## config.mk

```make
export PLATFORM = sky130hd
export DESIGN_NAME = wake_timer_core
export DESIGN_NICKNAME = d
export VERILOG_FILES = /design/src/rtl/wkt_pkg.sv /design/src/rtl/wkt_counter.sv /design/src/rtl/wkt_snapshot.sv /design/src/rtl/wkt_alarm.sv /design/src/rtl/wake_timer_core.sv
export SDC_FILE = /design/constraint.sdc
export NUM_CORES = 1
export LEC_CHECK = 0
export BUFFER_PORTS_ARGS = -buffer_cell sky130_fd_sc_hd__buf_2
export CAP_MARGIN = 15
export CELL_PAD_IN_SITES_DETAIL_PLACEMENT = 2
export CELL_PAD_IN_SITES_GLOBAL_PLACEMENT = 2
export CORE_UTILIZATION = 44
export CTS_CLUSTER_DIAMETER = 100
export DETAILED_ROUTE_END_ITERATION = 8
export GPL_ROUTABILITY_DRIVEN = 0
export HOLD_SLACK_MARGIN = 0.05
export PLACE_DENSITY_LB_ADDON = 0.2
export SLEW_MARGIN = 10
export SYNTH_ARGS = -nofsm -noshare
export SYNTH_HDL_FRONTEND = slang
export SYNTH_SLANG_ARGS = --single-unit
```

## constraint.sdc

```tcl
create_clock -name clk -period 4.5 [get_ports clk]
set_input_delay 0 -clock clk [delete_from_list [all_inputs] [get_ports clk]]
set_output_delay 0 -clock clk [all_outputs]
set_load 0.05 [all_outputs]
```

## src/rtl/wkt_pkg.sv

```systemverilog
package wkt_pkg;
   localparam int CTRL_ADDR = 0;
   localparam int STAT_ADDR = 1;
   localparam int GATE_ADDR = 2;
   localparam int CNT_BASE  = 3;

   localparam int CTRL_RUN_BIT  = 0;
   localparam int CTRL_ALM_BIT  = 1;
   localparam int STAT_HIT_BIT  = 0;
   localparam int STAT_WRAP_BIT = 1;

   typedef struct packed {
      logic fail;
      logic alm_en;
      logic cnt_en;
   } ctrl_t;
endpackage

```

## src/rtl/wkt_counter.sv

```systemverilog
module wkt_counter #(
   parameter int WORD_W  = 16,
   parameter int N_WORDS = 3,
   localparam int CW     = WORD_W * N_WORDS
) (
   input  logic               clk,
   input  logic               rst_n,
   input  logic               tick,
   input  logic               run,
   input  logic [N_WORDS-1:0] ld_stb,
   input  logic [WORD_W-1:0]  ld_val,
   output logic [CW-1:0]      count,
   output logic               pend_any,
   output logic               wrap
);
   logic [N_WORDS-1:0] pend;
   logic [CW-1:0]      merged;

   for (genvar i = 0; i < N_WORDS; i++) begin : g_word
      logic [WORD_W-1:0] hold;
      always_ff @(posedge clk or negedge rst_n) begin
         if (!rst_n) begin
            pend[i] <= 1'b0;
            hold    <= '0;
         end else begin
            if (tick) pend[i] <= 1'b0;
            if (ld_stb[i]) begin
               pend[i] <= 1'b1;
               hold    <= ld_val;
            end
         end
      end
      assign merged[i*WORD_W +: WORD_W] = pend[i] ? hold : count[i*WORD_W +: WORD_W];
   end

   assign pend_any = |pend;
   assign wrap     = tick && run && !pend_any && (&count);

   always_ff @(posedge clk or negedge rst_n) begin
      if (!rst_n) begin
         count <= '0;
      end else if (tick) begin
         if (pend_any)  count <= merged;
         else if (run)  count <= count + CW'(1);
      end
   end
endmodule

```

## src/rtl/wkt_snapshot.sv

```systemverilog
module wkt_snapshot #(
   parameter int CW = 48
) (
   input  logic          clk,
   input  logic          rst_n,
   input  logic          take,
   input  logic [CW-1:0] count,
   output logic [CW-1:0] snap
);
   always_ff @(posedge clk or negedge rst_n) begin
      if (!rst_n)    snap <= '0;
      else if (take) snap <= count;
   end
endmodule

```

## src/rtl/wkt_alarm.sv

```systemverilog
module wkt_alarm #(
   parameter int CW = 48
) (
   input  logic          clk,
   input  logic          rst_n,
   input  logic          enable,
   input  logic          clear,
   input  logic [CW-1:0] count,
   input  logic [CW-1:0] target,
   output logic          status
);
   logic hit;
   assign hit = enable && (count == target);

   always_ff @(posedge clk or negedge rst_n) begin
      if (!rst_n)   status <= 1'b0;
      else if (hit) status <= 1'b1;
      else if (clear) status <= 1'b0;
   end
endmodule

```

## src/rtl/wake_timer_core.sv

```systemverilog
module wake_timer_core
   import wkt_pkg::*;
#(
   parameter int              WORD_W   = 16,
   parameter int              N_WORDS  = 3,
   parameter int              ADDR_W   = 4,
   parameter logic [WORD_W-1:0] SNAP_KEY = 16'h7627
) (
   input  logic              clk,
   input  logic              rst_n,
   input  logic              tick,
   input  logic              wr_en,
   input  logic [ADDR_W-1:0] wr_addr,
   input  logic [WORD_W-1:0] wr_data,
   input  logic [ADDR_W-1:0] rd_addr,
   output logic [WORD_W-1:0] rd_data,
   output logic              wake_irq
);
   localparam int CW        = WORD_W * N_WORDS;
   localparam int ALM_BASE  = CNT_BASE + N_WORDS;
   localparam int SNAP_BASE = ALM_BASE + N_WORDS;
   localparam int LAST_ADDR = SNAP_BASE + N_WORDS - 1;

   if (N_WORDS < 1) begin : g_bad_words
      $fatal(1, "N_WORDS must be at least 1");
   end
   if (WORD_W < 3) begin : g_bad_width
      $fatal(1, "WORD_W too narrow for control bits");
   end
   if (LAST_ADDR >= (1 << ADDR_W)) begin : g_bad_addr
      $fatal(1, "ADDR_W too small for register map");
   end

   ctrl_t              ctrl;
   logic               wrap_st;
   logic               alm_st;
   logic [CW-1:0]      alarm_q;
   logic [CW-1:0]      count_q;
   logic [CW-1:0]      snap_q;
   logic               pend_any;
   logic               wrap;
   logic [N_WORDS-1:0] cnt_ld;
   logic [N_WORDS-1:0] alm_ld;

   logic ctrl_wr, stat_wr, key_wr;
   assign ctrl_wr = wr_en && (wr_addr == ADDR_W'(CTRL_ADDR));
   assign stat_wr = wr_en && (wr_addr == ADDR_W'(STAT_ADDR));
   assign key_wr  = wr_en && (wr_addr == ADDR_W'(GATE_ADDR)) && (wr_data == SNAP_KEY);

   for (genvar i = 0; i < N_WORDS; i++) begin : g_dec
      assign cnt_ld[i] = wr_en && (wr_addr == ADDR_W'(CNT_BASE + i));
      assign alm_ld[i] = wr_en && (wr_addr == ADDR_W'(ALM_BASE + i));
      always_ff @(posedge clk or negedge rst_n) begin
         if (!rst_n)         alarm_q[i*WORD_W +: WORD_W] <= '0;
         else if (alm_ld[i]) alarm_q[i*WORD_W +: WORD_W] <= wr_data;
      end
   end

   always_ff @(posedge clk or negedge rst_n) begin
      if (!rst_n) begin
         ctrl    <= '{fail: 1'b1, alm_en: 1'b0, cnt_en: 1'b0};
         wrap_st <= 1'b0;
      end else begin
         if (ctrl_wr) begin
            ctrl.cnt_en <= wr_data[CTRL_RUN_BIT];
            ctrl.alm_en <= wr_data[CTRL_ALM_BIT];
            ctrl.fail   <= 1'b0;
         end
         if (wrap)                                  wrap_st <= 1'b1;
         else if (stat_wr && wr_data[STAT_WRAP_BIT]) wrap_st <= 1'b0;
      end
   end

   wkt_counter #(.WORD_W(WORD_W), .N_WORDS(N_WORDS)) u_cnt (
      .clk(clk), .rst_n(rst_n), .tick(tick), .run(ctrl.cnt_en),
      .ld_stb(cnt_ld), .ld_val(wr_data), .count(count_q),
      .pend_any(pend_any), .wrap(wrap)
   );

   wkt_snapshot #(.CW(CW)) u_snap (
      .clk(clk), .rst_n(rst_n), .take(key_wr), .count(count_q), .snap(snap_q)
   );

   wkt_alarm #(.CW(CW)) u_alm (
      .clk(clk), .rst_n(rst_n), .enable(ctrl.alm_en),
      .clear(stat_wr && wr_data[STAT_HIT_BIT]),
      .count(count_q), .target(alarm_q), .status(alm_st)
   );

   assign wake_irq = alm_st && ctrl.alm_en;

   always_comb begin
      rd_data = '0;
      if (rd_addr == ADDR_W'(CTRL_ADDR)) rd_data = WORD_W'(ctrl);
      if (rd_addr == ADDR_W'(STAT_ADDR)) rd_data = WORD_W'({wrap_st, alm_st});
      for (int i = 0; i < N_WORDS; i++) begin
         if (rd_addr == ADDR_W'(CNT_BASE + i))  rd_data = count_q[i*WORD_W +: WORD_W];
         if (rd_addr == ADDR_W'(ALM_BASE + i))  rd_data = alarm_q[i*WORD_W +: WORD_W];
         if (rd_addr == ADDR_W'(SNAP_BASE + i)) rd_data = snap_q[i*WORD_W +: WORD_W];
      end
   end
endmodule

```

Yosys cells after proc, flatten, opt, wreduce, memory -nomap -nowiden. Index checks and enable logic that the tools add are counted.

Register bits: 200. Bits in latches: 0. Memory bits (writable): 0. Bits in read-only memories: 0. Input port bits: 28. Output and inout port bits: 17. Logic and storage cells: 97. Memories: 0.

Add/sub/neg operators: 1. Multiply operators: 0. Div/mod/pow operators: 0. Order comparisons: 0. Equality and inequality tests: 23. Shifts and indexed selects: 0. Mux-type cells: 24. Bitwise logic cells: 0. Reduce and logical (&&, ||, !) cells: 31.

Operators by type and width (count): two-way mux 16 bit (13); two-way mux 48 bit (2); adder 48 x 1 -> 48 bit, second input constant (1); == test 48 bit (1); AND reduction 48 bit (1); == test 4 x 3 -> 1 bit, second input constant (8); == test 4 bit, second input constant (5); logical AND 1 bit (17); == test 16 x 15 -> 1 bit, second input constant (1); == test 4 x 2 -> 1 bit, second input constant (3); nonzero test 2 bit (6); AND reduction 3 bit (3); == test 4 x 1 -> 1 bit, second input constant (2); logical NOT 4 bit (2); two-way mux 1 bit (8); != test 2 bit, second input constant (3); two-way mux 3 bit (1); OR reduction 3 bit (1); logical NOT 1 bit (1).

Longest topological paths before layout.
Depth after elaboration: 12. Gate-level depth with buffers: 8. Gate-level depth less buffers: 6.

By module. Synthesis repeated with hierarchy kept, for this count alone.

Cells, all modules: 1053. Area total of the unflattened synthesis: 11373.4 um^2.

Modules (own cells, without submodules): wkt_counter (times used 1, cells each 497, area each 5072.4 um^2, seq. area each 2477.4 um^2); wake_timer_core (times used 1, cells each 388, area each 3886.2 um^2, seq. area each 1302.5 um^2); wkt_snapshot (times used 1, cells each 101, area each 1860.5 um^2, seq. area each 1201.2 um^2); wkt_alarm (times used 1, cells each 67, area each 554.3 um^2, seq. area each 25.0 um^2).

Worst setup path before layout. Ideal clock, no wire load.

Path kind: register to output. From: register u_alm.status. To: output rd_data[0]. Data arrival time: 2.139 ns. Required time: 4.500 ns. Slack: 2.361 ns. Stages on the path, launching flop included: 6. Path buffers: 0. Cell sequence: dfrtp_1 > or3b_2 > a21oi_1 > a311o_1 > a221oi_1 > nor3_1.

Longest elaborated chain between the ends: 10.

RTL lines: start: declaration (line wkt_alarm.sv:10) `output logic status`; start signal: assignment (line wkt_alarm.sv:16) `if (!rst_n) status <= 1'b0;`; start signal: assignment (line wkt_alarm.sv:17) `else if (hit) status <= 1'b1;`; start signal: assignment (line wkt_alarm.sv:18) `else if (clear) status <= 1'b0;`; two-way mux 16 bit (line wake_timer_core.sv:95) `if (rd_addr == ADDR_W'(STAT_ADDR)) rd_data = WORD_W'({wrap_st, alm_st});`; two-way mux 16 bit (line wake_timer_core.sv:97) `if (rd_addr == ADDR_W'(CNT_BASE + i)) rd_data = count_q[i*WORD_W +: WORD_W];`; two-way mux 16 bit (line wake_timer_core.sv:98) `if (rd_addr == ADDR_W'(ALM_BASE + i)) rd_data = alarm_q[i*WORD_W +: WORD_W];`; two-way mux 16 bit (line wake_timer_core.sv:99) `if (rd_addr == ADDR_W'(SNAP_BASE + i)) rd_data = snap_q[i*WORD_W +: WORD_W];`; two-way mux 16 bit (line wake_timer_core.sv:97); two-way mux 16 bit (line wake_timer_core.sv:98); two-way mux 16 bit (line wake_timer_core.sv:99); two-way mux 16 bit (line wake_timer_core.sv:97); two-way mux 16 bit (line wake_timer_core.sv:98); two-way mux 16 bit (line wake_timer_core.sv:99); end: declaration (line wake_timer_core.sv:16) `output logic [WORD_W-1:0] rd_data,`.

Every way passes these cells.

Worst setup path in the final report.
From: register u_cnt.count[0]. To: register wrap_st.

Longest elaborated chain between the ends: 3. Elaborated cells between the ends (all ways): 4. Those cells by class: 1 x mux; 3 x reduce/logical.

RTL lines: start: declaration (line wkt_counter.sv:12) `output logic [CW-1:0] count,`; start signal: assignment (line wkt_counter.sv:43) `if (pend_any) count <= merged;`; start signal: assignment (line wkt_counter.sv:44) `else if (run) count <= count + CW'(1);`; AND reduction 48 bit * (line wkt_counter.sv:37) `assign wrap = tick && run && !pend_any && (&count);`; logical AND 1 bit * (line wkt_counter.sv:37); two-way mux 1 bit or nonzero test 2 bit (tied branches); end signal: assignment (line wake_timer_core.sv:62) `wrap_st <= 1'b0;`; end signal: assignment (line wake_timer_core.sv:69) `if (wrap) wrap_st <= 1'b1;`; end signal: assignment (line wake_timer_core.sv:70) `else if (stat_wr && wr_data[STAT_WRAP_BIT]) wrap_st <= 1'b0;`; end: declaration (line wake_timer_core.sv:35) `logic wrap_st;`.

Mark *: on every way between the ends. The rest lies on a longest branch, timed or not. A chain may end at the register's enable or synchronous reset.

==> summary.md <==
| Metric | Value |
|---|---|
| Outcome | completed |
| Area Overhead vs Synth | 9.38% |
| Die W | 160 um |
| Crit end category | flip-flop |
| Setup bufs post-CTS | 0 |
| I/O pin count | 45 |
| Simple-gate share of the synthesized area | 16.1% |
| Slew Limit Fails | 0 |
| XOR/XNOR Fraction of Synth Area | 3.33% |
| CTS buffer count | 17 |
| Fin crit share | 69.9% |
| Pwr dens | 483 nW/um^2 |
| Fillers | 2,546 |
| Startpoint Class | flip-flop |
| Initial antenna violation count | 4 |
| Compound-cell area share of the yosys netlist | 16.3% |
| RSZ-0062 raised after global routing | no |
| # port buffers | 44 |
| DR WL/cell | 32.4 um |
| Vias in the first global route | 10,600 |
| Initial core utilization | 45.1% |
| Largest family of logic cells by synthesized area | compound AO/OA/AOI/OAI gates |
| CTS Root Cell | clkbuf_16 |
| Yosys top cell area share | 45.1% |
| Post-DP HPWL | 30,400 um |
| Final hold vios | 0 |
| First-pass GRT wire length | 69,800 um |
| Vias | 9,803 |
| Post-cts sizing count | 0 |
| CORE AREA | 24,500 um^2 |
| Mapped Cells | 1,096 |
| Post-Place Worst Slack | 1.55 ns |
| Mux cell area share after synthesis | 14.6% |
| Post-synth cell types | 77 |
| Synthesized flop and latch total | 200 |
| Synthesized area per cell | 10.1 um^2 |
| Drt pass-1 iters | 5 |
| Initial DRC count | 863 |
| Cell Area, Synth | 11,000 um^2 |
| Min-delay worst type | in2reg |
| Setup TNS Final | 0 ns |
| Static Leak | 5.06 nW |
| DIE HEIGHT | 160 um |
| ANT cells | 0 |
| Final wirelength | 46,200 um |
| Row count | 57 |
| Top cells by area, synth | dfrtp_1, mux2_2, a21oi_1 |
| # hold bufs at CTS | 8 |
| CP arrival | 3.54 ns |
| Final ANT Viol Nets | 0 |
| Clock transition at path regs | 0.09 ns |
| Placed instance area | 11,400 um^2 |
| Syn nets | 1,125 |
| Worst Path Max Fanout | 8 |
| Fin area | 12,100 um^2 |
| Fin cells | 1,427 |
| Synth area leader | dfrtp_1 |
| Fin worst setup slack | 1.36 ns |
| CTS sink cnt | 200 |
| Adder-cell share of the synthesized area | 0.113% |
| Placed insts | 1,387 |
| Tmin final | 3.14 ns |
| Vias per inst | 6.87 |
| Post-synth EDFFs | 0 |
| Slew @ Worst Pin | 1.14 ns |
| Post-Route Skew | 0.0168 ns |
| Post-layout nets | 1,119 |
| Max Cap Viol | 0 |
| Total track usage | 37.1% |
| Max-slew headroom | 24.2% |
| Area of the multi-input gates | 5590 um^2 |
| CTS tree | yes |
| H-tree Lvls | 4 |
| Seq/Total Area, Yosys | 45.3% |
| DRC Markers | 0 |
| Share of cells above drive strength 1 | 22.6% |
| Clock Path Buffers | 2 |
| Maximum vdd drop | 267 uV |
| Largest net degree at the start of global routing | 95 |
| Die area | 25,700 um^2 |
| Total grt overflow | 0 |
| Ys Warns | 0 |
| Setup CP Type | reg2reg |
| Clock Latency Late Sink | 0.47 ns |
| Max Fclk | 318 MHz |
| Fin util | 49.4% |
| Post-synth top flop | dfrtp_1 |
| Register Area | 5010 um^2 |
| CP required | 4.90 ns |
| Ys async rst share | 100% |
| # setup viols final | 0 |
==> registers in the layout, indices dropped and copies added (netlist names) <==
register / count
u_snap.snap: 48
u_cnt.count: 48
u_alm.status: 1
ctrl: 3
wrap_st: 1
u_cnt.pend: 3
alarm_q: 48
u_cnt.g_word.hold: 48
==> cell usage in the layout (no fill, tap or decap), types with 8 or more instances in the layout <==
| cell | n |
|---|---|
| nor4_1 | 12 |
| a31oi_1 | 11 |
| nand2b_1 | 9 |
| and3b_1 | 13 |
| nor2_1 | 40 |
| o21ai_0 | 71 |
| or3_1 | 11 |
| xnor2_1 | 18 |
| o221ai_1 | 12 |
| nand4_1 | 26 |
| xor2_1 | 24 |
| a21oi_1 | 76 |
| nand3_1 | 39 |
| dfrtp_1 | 199 |
| nand2_1 | 74 |
| nor3_1 | 23 |
| a2bb2oi_1 | 14 |
| and3_1 | 13 |
| o22a_1 | 11 |
| and4_1 | 10 |
| buf_4 | 18 |
| o22ai_1 | 26 |
| inv_1 | 16 |
| buf_2 | 43 |
| mux2_2 | 136 |
| clkbuf_16 | 17 |
| dlygate4sd3_1 | 8 |
==> synth_stat cells, types with 4 or more instances <==
library cell / count
a211oi_1: 7
dfrtp_1: 199
and2_1: 5
o21ai_0: 71
o32ai_1: 5
and4_1: 10
inv_1: 16
nand3_1: 39
mux2i_1: 4
a21oi_1: 76
o211ai_1: 4
nor2_1: 40
a31oi_1: 11
nand4_1: 26
or3_1: 11
mux2_2: 136
o22ai_1: 26
nor3b_1: 5
buf_2: 19
xnor2_1: 18
clkbuf_1: 69
nor2b_1: 5
a311oi_1: 4
a32oi_1: 4
and3b_1: 13
a221oi_1: 4
o221ai_1: 12
and4b_1: 4
xor2_1: 24
o22a_1: 11
mux2_1: 4
and3_1: 13
nand2b_1: 9
nor3_1: 25
a2bb2oi_1: 14
nand2_1: 74
nor4_1: 12
o21a_1: 5
==> final cells by class <==
class / count / area share, %
Inverter: 17 / 0.528
Sequential cell: 200 / 41.4
Multi-Input combinational cell: 784 / 46.3
Tap cell: 324 / 3.36
Timing Repair Buffer: 70 / 3.68
Clock inverter: 13 / 1.11
Clock buffer: 19 / 3.58
==> per-stage QoR <==
stage	hold slack [ns]	power (mW)
3_5_place_dp	0.166	4.20
6_report	0.0388	5.83
4_1_cts	0.0517	5.79
5_1_grt	0.0524	6.03
3_3_place_gp	0.152	4.09
2_1_floorplan	-0.296	3.53
==> routing by layer <==
metal	up-vias	global-route usage, %	wire (um)
li1	4080	-	-
met2	440	59.9	22100
met3	127	6.17	2930
met5	-	0	0
met1	5156	47.5	18700
met4	0	20.0	2470
==> cell families (layout without fill, tap and decap cells) <==
kind of cell	after synthesis	in the layout
and+or+nand+nor	315	315
AOI/OAI and AO/OA	282	282
DFF	200	200
muxes	144	144
buffers and inverters	112	119
xor gates and xnor gates	42	42
adders and majority gates	1	1
==> worst max-delay path, stage by stage (launching register included) <==
cell     delay, ns
dfrtp_1       0.52
ha_1          0.29
nand4_1       0.17
nor3_1        0.78
buf_4         0.29
nand4_1       0.22
nor4_1        0.56
a22o_1        0.24
==> final timing paths <==
kind	endpoint	slack, ns	depth (start not counted)	from
worst max-delay path	wrap_st$_DFFE_PN0P_	1.36	7	u_cnt.count[0]$_DFFE_PN0P_
worst min-delay path	u_cnt.g_word[1].hold[12]$_DFFE_PN0P_	0.04	2	wr_data[12]
worst max register to register	wrap_st$_DFFE_PN0P_	1.36	7	u_cnt.count[0]$_DFFE_PN0P_
worst min register to register	ctrl[2]$_DFFE_PN1P_	0.50	1	ctrl[2]$_DFFE_PN1P_
max in group asynchronous	alarm_q[1]$_DFFE_PN0P_	3.16	3	rst_n
min in group asynchronous	u_snap.snap[14]$_DFFE_PN0P_	0.17	2	rst_n
==> power breakdown <==
part	internal, mW	total [mW]	switching (mW)	leakage, nW
logic	0.587	1.42	0.837	2.26
registers	2.15	2.84	0.689	2.53
clock network	0.740	1.57	0.829	0.277
total	3.48	5.83	2.35	5.06
Power figures use the tool's default switching activity.
